File: config.mk
export PLATFORM = sky130hd
export DESIGN_NAME = tidb_ctrl
export DESIGN_NICKNAME = d
export VERILOG_FILES = /design/src/rtl/tidb_pkg.sv /design/src/rtl/tidb_decode.sv /design/src/rtl/tidb_policy.sv /design/src/rtl/tidb_bank.sv /design/src/rtl/tidb_ctrl.sv
export SDC_FILE = /design/constraint.sdc
export NUM_CORES = 1
export LEC_CHECK = 0
export BUFFER_PORTS_ARGS = -buffer_cell sky130_fd_sc_hd__buf_4
export CAP_MARGIN = 25
export CORE_MARGIN = 2
export CORE_UTILIZATION = 35
export CTS_CLUSTER_SIZE = 24
export DETAILED_ROUTE_END_ITERATION = 16
export PLACE_DENSITY = 0.6
export SLEW_MARGIN = 20
export SYNTH_ARGS = -nofsm -noshare
export SYNTH_HDL_FRONTEND = slang
export SYNTH_HIERARCHICAL = 1
export SYNTH_SLANG_ARGS = --single-unit
File: constraint.sdc
create_clock -name clk -period 4.3 [get_ports clk]
set_input_delay 0.645 -clock clk [delete_from_list [all_inputs] [get_ports clk]]
set_output_delay 0.645 -clock clk [all_outputs]
set_load 0.01 [all_outputs]
File: src/rtl/tidb_pkg.sv
package tidb_pkg;

  // Outcome of one decoded access
  typedef enum logic [2:0] {
    ACC_NONE   = 3'd0,
    ACC_DONE   = 3'd1,
    ACC_UNDEF  = 3'd2,
    ACC_TRAP64 = 3'd3,
    ACC_TRAP32 = 3'd4
  } acc_kind_e;

  // Physical copy index; the unbanked copy lives in BANK_NSEC
  typedef enum logic {
    BANK_SEC  = 1'b0,
    BANK_NSEC = 1'b1
  } bank_e;

  localparam int unsigned NUM_BANKS = 2;
  localparam int unsigned EL_W      = 2;

endpackage

File: src/rtl/tidb_decode.sv
module tidb_decode #(
  parameter int unsigned    CP_W    = 4,
  parameter int unsigned    OP1_W   = 3,
  parameter int unsigned    CRN_W   = 4,
  parameter int unsigned    CRM_W   = 4,
  parameter int unsigned    OP2_W   = 3,
  parameter logic [CP_W-1:0]  CP_VAL  = 4'hF,
  parameter logic [OP1_W-1:0] OP1_VAL = 3'h0,
  parameter logic [CRN_W-1:0] CRN_VAL = 4'hD,
  parameter logic [CRM_W-1:0] CRM_VAL = 4'h0,
  parameter logic [OP2_W-1:0] OP2_VAL = 3'h4
) (
  input  logic [CP_W-1:0]  cp,
  input  logic [OP1_W-1:0] op1,
  input  logic [CRN_W-1:0] crn,
  input  logic [CRM_W-1:0] crm,
  input  logic [OP2_W-1:0] op2,
  output logic             hit
);

  localparam int unsigned NFIELD = 5;

  logic [NFIELD-1:0] field_ok;

  always_comb begin
    field_ok[0] = (cp  == CP_VAL);
    field_ok[1] = (op1 == OP1_VAL);
    field_ok[2] = (crn == CRN_VAL);
    field_ok[3] = (crm == CRM_VAL);
    field_ok[4] = (op2 == OP2_VAL);
    hit         = &field_ok;
  end

endmodule

File: src/rtl/tidb_policy.sv
module tidb_policy
  import tidb_pkg::*;
(
  input  logic [EL_W-1:0] el,
  input  logic            ns_bit,
  input  logic            hyp_en,
  input  logic            hyp_aa64,
  input  logic            hyp_trap13,
  input  logic            mon_impl,
  input  logic            mon_aa32,
  output acc_kind_e       kind,
  output bank_e           bank
);

  logic  banked;
  bank_e ns_sel;

  always_comb begin
    banked = mon_impl && mon_aa32;
    ns_sel = ns_bit ? BANK_NSEC : BANK_SEC;
    kind   = ACC_DONE;
    bank   = BANK_NSEC;
    unique case (el)
      2'd0: kind = ACC_UNDEF;
      2'd1: begin
        if (hyp_en && hyp_trap13) begin
          kind = hyp_aa64 ? ACC_TRAP64 : ACC_TRAP32;
        end else if (banked) begin
          bank = ns_sel;
        end else begin
          bank = BANK_NSEC;
        end
      end
      2'd2: bank = BANK_NSEC;
      default: bank = ns_sel;
    endcase
  end

endmodule

File: src/rtl/tidb_bank.sv
module tidb_bank
  import tidb_pkg::*;
#(
  parameter int unsigned        DATA_W  = 32,
  parameter logic [DATA_W-1:0]  RST_VAL = DATA_W'(32'hDEAD_BEEF)
) (
  input  logic                                clk,
  input  logic                                rst_n,
  input  logic                                wr_en,
  input  bank_e                               wr_bank,
  input  logic [DATA_W-1:0]                   wr_data,
  input  bank_e                               rd_bank,
  output logic [DATA_W-1:0]                   rd_data,
  output logic [NUM_BANKS-1:0][DATA_W-1:0]    copy_q
);

  logic [NUM_BANKS-1:0]             copy_en;
  logic [NUM_BANKS-1:0][DATA_W-1:0] copy_d;

  for (genvar b = 0; b < NUM_BANKS; b++) begin : g_copy
    localparam bank_e THIS_BANK = bank_e'(b);

    assign copy_en[b] = wr_en && (wr_bank == THIS_BANK);
    assign copy_d[b]  = wr_data;

    always_ff @(posedge clk or negedge rst_n) begin
      if (!rst_n) begin
        copy_q[b] <= RST_VAL;
      end else if (copy_en[b]) begin
        copy_q[b] <= copy_d[b];
      end
    end
  end

  assign rd_data = copy_q[rd_bank];


  copy_hold_chk: assert property (@(posedge clk) disable iff (!rst_n)
    !wr_en |=> $stable(copy_q));


  other_copy_hold_chk: assert property (@(posedge clk) disable iff (!rst_n)
    (wr_en && wr_bank == BANK_SEC) |=> $stable(copy_q[BANK_NSEC]));

endmodule

File: src/rtl/tidb_ctrl.sv
module tidb_ctrl
  import tidb_pkg::*;
#(
  parameter int unsigned DATA_W = 32,
  parameter int unsigned SYN_W  = 8,
  parameter logic [SYN_W-1:0] SYN_HYP = 8'h03
) (
  input  logic              clk,
  input  logic              rst_n,
  input  logic              req_valid,
  input  logic              req_write,
  input  logic [3:0]        req_cp,
  input  logic [2:0]        req_op1,
  input  logic [3:0]        req_crn,
  input  logic [3:0]        req_crm,
  input  logic [2:0]        req_op2,
  input  logic [DATA_W-1:0] req_wdata,
  input  logic [1:0]        cur_el,
  input  logic              ns_bit,
  input  logic              hyp_en,
  input  logic              hyp_aa64,
  input  logic              hyp_trap13,
  input  logic              mon_impl,
  input  logic              mon_aa32,
  output logic              done,
  output logic [DATA_W-1:0] rdata,
  output logic              undef_flt,
  output logic              trap64,
  output logic              trap32,
  output logic [SYN_W-1:0]  syndrome
);

  localparam int unsigned RST_STAGES = 2;

  // Reset: asserted asynchronously, released on a clock edge
  logic [RST_STAGES-1:0] rst_pipe;
  logic                  rst_n_s;

  always_ff @(posedge clk or negedge rst_n) begin
    if (!rst_n) begin
      rst_pipe <= '0;
    end else begin
      rst_pipe <= {rst_pipe[RST_STAGES-2:0], 1'b1};
    end
  end

  assign rst_n_s = rst_pipe[RST_STAGES-1];

  // Decode and policy
  logic                             dec_hit;
  logic                             req_hit;
  acc_kind_e                        pol_kind;
  bank_e                            pol_bank;
  logic [DATA_W-1:0]                bank_rd;
  logic [NUM_BANKS-1:0][DATA_W-1:0] copy_q;

  tidb_decode u_decode (
    .cp  (req_cp),
    .op1 (req_op1),
    .crn (req_crn),
    .crm (req_crm),
    .op2 (req_op2),
    .hit (dec_hit)
  );

  tidb_policy u_policy (
    .el         (cur_el),
    .ns_bit     (ns_bit),
    .hyp_en     (hyp_en),
    .hyp_aa64   (hyp_aa64),
    .hyp_trap13 (hyp_trap13),
    .mon_impl   (mon_impl),
    .mon_aa32   (mon_aa32),
    .kind       (pol_kind),
    .bank       (pol_bank)
  );

  // Next state
  acc_kind_e         kind;
  logic              wr_en;
  logic              done_d, undef_d, t64_d, t32_d;
  logic [SYN_W-1:0]  syn_d;
  logic [DATA_W-1:0] rdata_d;

  always_comb begin
    req_hit = req_valid && dec_hit;
    kind    = req_hit ? pol_kind : ACC_NONE;
    wr_en   = (kind == ACC_DONE) && req_write;
    done_d  = (kind == ACC_DONE);
    undef_d = (kind == ACC_UNDEF);
    t64_d   = (kind == ACC_TRAP64);
    t32_d   = (kind == ACC_TRAP32);
    syn_d   = (t64_d || t32_d) ? SYN_HYP : '0;
    rdata_d = (done_d && !req_write) ? bank_rd : '0;
  end

  tidb_bank #(.DATA_W(DATA_W)) u_bank (
    .clk     (clk),
    .rst_n   (rst_n_s),
    .wr_en   (wr_en),
    .wr_bank (pol_bank),
    .wr_data (req_wdata),
    .rd_bank (pol_bank),
    .rd_data (bank_rd),
    .copy_q  (copy_q)
  );

  // Registers
  always_ff @(posedge clk or negedge rst_n_s) begin
    if (!rst_n_s) begin
      done      <= 1'b0;
      undef_flt <= 1'b0;
      trap64    <= 1'b0;
      trap32    <= 1'b0;
      syndrome  <= '0;
      rdata     <= '0;
    end else begin
      done      <= done_d;
      undef_flt <= undef_d;
      trap64    <= t64_d;
      trap32    <= t32_d;
      syndrome  <= syn_d;
      rdata     <= rdata_d;
    end
  end


  resp_onehot_chk: assert property (@(posedge clk) disable iff (!rst_n_s)
    $onehot0({done, undef_flt, trap64, trap32}));


  trap_syn_chk: assert property (@(posedge clk) disable iff (!rst_n_s)
    (trap64 || trap32) |-> (syndrome == SYN_HYP));


  syn_idle_chk: assert property (@(posedge clk) disable iff (!rst_n_s)
    !(trap64 || trap32) |-> (syndrome == '0));


  el0_undef_chk: assert property (@(posedge clk) disable iff (!rst_n_s)
    (req_valid && dec_hit && cur_el == 2'd0) |=> undef_flt);


  miss_quiet_chk: assert property (@(posedge clk) disable iff (!rst_n_s)
    (req_valid && !dec_hit) |=> !(done || undef_flt || trap64 || trap32));


  el2_sec_hold_chk: assert property (@(posedge clk) disable iff (!rst_n_s)
    (req_valid && dec_hit && cur_el == 2'd2) |=> $stable(copy_q[BANK_SEC]));


  fault_hold_chk: assert property (@(posedge clk) disable iff (!rst_n_s)
    (req_valid && dec_hit && pol_kind != ACC_DONE) |=> $stable(copy_q));

endmodule

# After elaboration in Yosys (flattened, before gate mapping)
# Index checks and enable logic that the tools add are counted.
dict set report word_totals {
  romBits 0
  elab_cells 46
  latch_bits 0
  register_bits 110
  inputBits 62
  output_inout_bits 44
  mem_count 0
  ram_bits 0
}
dict set report op_classes {
  n_reduce_logical 14
  n_addsub 0
  order_cmp 1
  muxes 12
  bitwise 1
  div 0
  n_eq_ne 9
  shifts 0
  multipliers 0
}
# cell count
set ops {}
lappend ops {{$mux W32} 3}
lappend ops {{$mux W3} 3}
lappend ops {{$eq A4 B4 Y1 const B} 2}
lappend ops {{$logic_and A1 B1 Y1} 7}
lappend ops {{$eq A3 B2 Y1 const B} 2}
lappend ops {{$eq A3 B3 Y1 const B} 2}
lappend ops {{$pmux W3 S2} 1}
lappend ops {{$reduce_and A5 Y1} 1}
lappend ops {{$logic_not A4 Y1} 1}
lappend ops {{$eq A3 B1 Y1 const B} 1}
lappend ops {{$logic_not A3 Y1} 1}
lappend ops {{$mux W1} 3}
lappend ops {{$eq A2 B1 Y1 const B} 1}
lappend ops {{$eq A2 B2 Y1 const B} 1}
lappend ops {{$logic_not A2 Y1} 1}
lappend ops {{$lt A1 B2 Y1 const B} 1}
lappend ops {{$mux W2} 1}
lappend ops {{$pmux W1 S2} 1}
lappend ops {{$reduce_or A2 Y1} 1}
lappend ops {{$logic_not A1 Y1} 1}
lappend ops {{$logic_or A1 B1 Y1} 1}
lappend ops {{$not A1 Y1} 1}

# Logic depth before layout (Yosys ltp)
dict set report depth {
  ltp_word 7
  ltp_mapped 10
}

# Modules after synthesis
# Netlist, hierarchy kept.
# mod cells_each area_per_inst_um2 seq_area_each_um2 instances
set modules_own_cells {}
lappend modules_own_cells {tidb_bank 173 2895.3 1661.6 1}
lappend modules_own_cells {tidb_ctrl 101 1640.3 975.9 1}
lappend modules_own_cells {tidb_decode 7 51.3 0.0 1}
lappend modules_own_cells {tidb_policy 8 51.3 0.0 1}

# Worst setup path after synthesis
# OpenSTA, ideal clock, no wires.
dict set report synth_path {
  kind {input to register}
  from {input port req_crm[1]}
  to {register u_bank/copy_q[29] (netlist bit)}
  setup_ns 0.125
  stages 9
  n_path_buf 3
  arrival_time_ns 2.949
  setup_slack_ns 1.226
  path_cell_list {or4_1 nor4_2 nand4b_4 buf_6 nor3b_1 nor2b_1 buf_6 buf_6 mux2_4}
}
dict set report synth_between {
  elab_chain_len 7
}
# element line_no
set synth_rtl {}
lappend synth_rtl {{from (decl)} tidb_ctrl.sv:15} ;# input logic [3:0] req_crm,
lappend synth_rtl {{$logic_not A4 Y1} tidb_decode.sv:29} ;# field_ok[3] = (crm == CRM_VAL);
lappend synth_rtl {{$reduce_and A5 Y1} tidb_decode.sv:31} ;# hit = &field_ok;
lappend synth_rtl {{named net dec_hit} tidb_ctrl.sv:50} ;# logic dec_hit;
lappend synth_rtl {{$logic_and A1 B1 Y1} tidb_ctrl.sv:86} ;# req_hit = req_valid && dec_hit;
lappend synth_rtl {{$mux W3} tidb_ctrl.sv:87} ;# kind = req_hit ? pol_kind : ACC_NONE;
lappend synth_rtl {{$eq A3 B1 Y1} tidb_ctrl.sv:88} ;# wr_en = (kind == ACC_DONE) && req_write;
lappend synth_rtl {{$logic_and A1 B1 Y1} tidb_ctrl.sv:88}
lappend synth_rtl {{named net wr_en} tidb_ctrl.sv:80} ;# logic wr_en;
lappend synth_rtl {{$logic_and A1 B1 Y1} tidb_bank.sv:23} ;# assign copy_en[b] = wr_en && (wr_bank == THIS_BANK);
lappend synth_rtl {{to (signal, indexed assignment)} tidb_bank.sv:30} ;# copy_q[b] <= copy_d[b];
lappend synth_rtl {{to (decl)} tidb_bank.sv:14} ;# output logic [NUM_BANKS-1:0][DATA_W-1:0] copy_q
# The timed path passes the listed nets, and every way through them passes these cells.
# A chain may end at the register's enable or synchronous reset.

# Worst setup path in the final report
dict set report layout_path {
  from {input port req_crm[1]}
  to {register u_bank/copy_q[56] (netlist bit)}
}
# Same word-level chain as after synthesis.

==> flow_metrics.py <==
metrics = {
    "clock_tree": {
        "hold_buffers": 0,
        "htreeDepth": 3,
        "tritoncts": "built",
        "root_buffer": "clkbuf_16",
        "clock_latency_ns": 0.34,
        "cts_buffers": 9,
        "clock_path_buffers": 2,
        "cts.sinks": 103,
        "post-cts-setup-buffers": 0,
        "cts-resized-gates": 0,
        "clk_transition_reported_paths_ns": 0.07,
    },
    "setup_path": {
        "critPathSlowestCell": "nand2_2",
        "path_delay_family": "simple AND/OR/NAND/NOR gates",
        "path_buf_inv": 1,
        "cp-end-kind": "register",
        "worstPathCellList": "buf_4, or4_1, nor4_2, nand4b_4, nor3b_1, nand2_2, mux2_2",
        "required_ns": 4.52,
        "crit_type": "primary input to register",
        "critPathArrivalTime_ns": 3.29,
        "cp_max_fo": 32,
        "slowest_delay_ns": 0.58,
        "start_kind": "primary input",
    },
    "synthesis": {
        "yosysWarnings": 6,
        "post_synth_main_area_contributors": "dfrtp_1 30%, dfstp_2 27%, mux2_2 20%",
        "synth.distinct_cells": 31,
        "yosysMostFrequentCell": "mux2_2",
        "yosys-top-cells-count": "84 x mux2_2, 55 x dfrtp_1, 48 x dfstp_2",
        "syn_avg_cell_area_um2": 16.05,
        "synthArstFlopShare": 1.000,
        "ys_ff_latch": 103,
        "syn_inst": 289,
        "syn_area_mm2": 0.004638,
        "synth_edf_count": 0,
        "synth_top_area_share": 0.2967,
        "yosysSeqAreaShare": 0.5687,
        "synth_area_leader_cell": "dfrtp_1",
        "synthFlopType": "dfrtp_1",
    },
    "timing": {
        "tns_ns": 0,
        "worstMarginPinSlew_ns": 0.8908,
        "max_slew_margin": 0.4040,
        "finalSetupViolCount": 0,
        "rsz0062_at_grt": "no",
        "fin_crit_sh": 0.7143,
        "hold_viol_final": 0,
        "report.final.slew_viol_count": 0,
        "finalClockSkew_ns": 0.007043,
        "fmaxAchievable_ghz": 0.3256,
        "layout_min_cycle_time_ns": 3.072,
        "setup_slack_ns": 1.228,
    },
    "placed_design": {
        "port_buffers": 99,
        "dp_hpwl_mm": 5.875,
        "detailedPlace.worstSlack_ns": 0.8657,
        "gp_congestion": 0.7170,
    },
    "grt": {
        "grt_use_total": 0.1419,
        "grt_max_degree": 60,
        "grt_pass1_vias": 2911,
        "antenna_found_initial": 0,
        "overflow": 0,
        "grt_pass1_wl_mm": 15.44,
    },
    "detailed_routing": {
        "vias_per_cell": 4.760,
        "num_vias": 2675,
        "wl_per_cell_um": 17.18,
        "drc": 0,
        "wirelength_mm": 9.653,
        "drt-initial-drc-count": 95,
        "ant_nets": 0,
        "dr.pass1.iters": 6,
    },
    "status": {
        "outcome": "finished clean",
    },
    "floorplanning": {
        "start_util": 0.3545,
        "core_area_mm2": 0.01309,
        "dieArea_mm2": 0.01419,
        "io_pins": 106,
        "die_h_um": 119.1,
        "rows": 42,
        "fp.dieW_um": 119.1,
    },
    "power": {
        "power_density_mw_per_mm2": 334.5,
        "p_leak_nw": 2.584,
        "ir_worst_vdd_v": 0.0002109,
    },
    "layout": {
        "nets": 443,
        "n_antenna_cell": 0,
        "drive_gt1_frac": 0.7694,
        "fillers": 1185,
        "area_growth_pct": 24.60,
    },
    "hold_path": {
        "hold_class": "primary input to async pin",
    },
    "flow_run": {
        "maxCapViolCount": 0,
    },
}
[metal layers]
metal,GRT usage,part of all wire,vias up
li1,-,-,1216
met1,0.1891,0.47,1373
met2,0.2209,0.47,76
met3,0.03975,0.051,10
met4,0.05208,0.013,0
met5,0,0,-
[sequential cells by signal, summed over array words and instances, names as in the netlist]
register	cells
done	1
rdata	32
rst_pipe	2
syndrome	1
trap32	1
trap64	1
u_bank/copy_q	64
undef_flt	1
[layout make-up]
class	instances	area (um2)	area share
Sequential cell	103	2641	0.4570
Multi-Input combinational cell	161	1807	0.3126
Timing Repair Buffer	105	788.3	0.1364
Tap cell	176	220.2	0.03810
Inverter	1	3.754	0.0006495
Clock buffer	12	266.5	0.04611
Clock inverter	4	52.55	0.009093
[power by group]
group	leakage, nW	switching (mW)	internal [mW]
Clock	0.147	0.351	0.499
Combinational	1.18	0.0551	0.0455
Sequential	1.26	0.0106	0.972
Total	2.58	0.417	1.52
[cell usage in the layout, fill, tap and decap left out, types with 2 or more instances in the layout]
| cell | n |
|---|---|
| conb_1 | 7 |
| mux2_1 | 2 |
| dfrtp_1 | 54 |
| mux2_2 | 84 |
| nor4b_1 | 8 |
| nand2_2 | 2 |
| mux2_4 | 10 |
| clkbuf_8 | 3 |
| clkbuf_16 | 9 |
| nor2_1 | 4 |
| nand4b_1 | 2 |
| nor4b_4 | 2 |
| nand3_1 | 3 |
| nor4b_2 | 24 |
| dfstp_2 | 48 |
| buf_4 | 105 |
| clkinvlp_4 | 3 |
[cell families after synthesis]
logic type             count (synthesis)  share of synthesized area
AO/OA/AOI/OAI                          4                   0.004855
multiplexers                          96                     0.2412
other                                  2                   0.001619
AND/OR/NAND/NOR                       54                     0.1333
flip-flops                           103                     0.5687
buffers and inverters                 30                    0.05044
[path summary, 6_finish.rpt]
path	slack (ns)	from	endpoint	depth (start not counted)
worst max-delay path	1.23	req_crm[1]	u_bank/copy_q[56]	7
worst min-delay path	0.07	rst_n	rst_pipe[1]	1
worst max register to register	2.85	rst_pipe[1]	u_bank/copy_q[16]	1
worst min register to register	0.36	rst_pipe[0]	rst_pipe[1]	0
max in group asynchronous	2.85	rst_pipe[1]	u_bank/copy_q[16]	1
min in group clk	0.36	rst_pipe[0]	rst_pipe[1]	0
[per-stage QoR]
| stage | hold slack (ns) | utilization | std cells | total power, mW | area, um2 |
|---|---|---|---|---|---|
| final | 0.07256 | 0.4417 | 562 | 1.933 | 5779 |
| after global routing | 0.05274 | 0.4417 | 562 | 2.017 | 5779 |
| after CTS | 0.05676 | 0.4417 | 562 | 1.969 | 5779 |
| after detailed placement | 0.3434 | 0.4173 | 546 | 1.104 | 5460 |
| after global placement | 0.3363 | 0.4173 | 546 | 1.101 | 5460 |
| after floorplan | 0.3312 | - | 294 | 1.039 | 4657 |
Power figures use the tool's default switching activity.
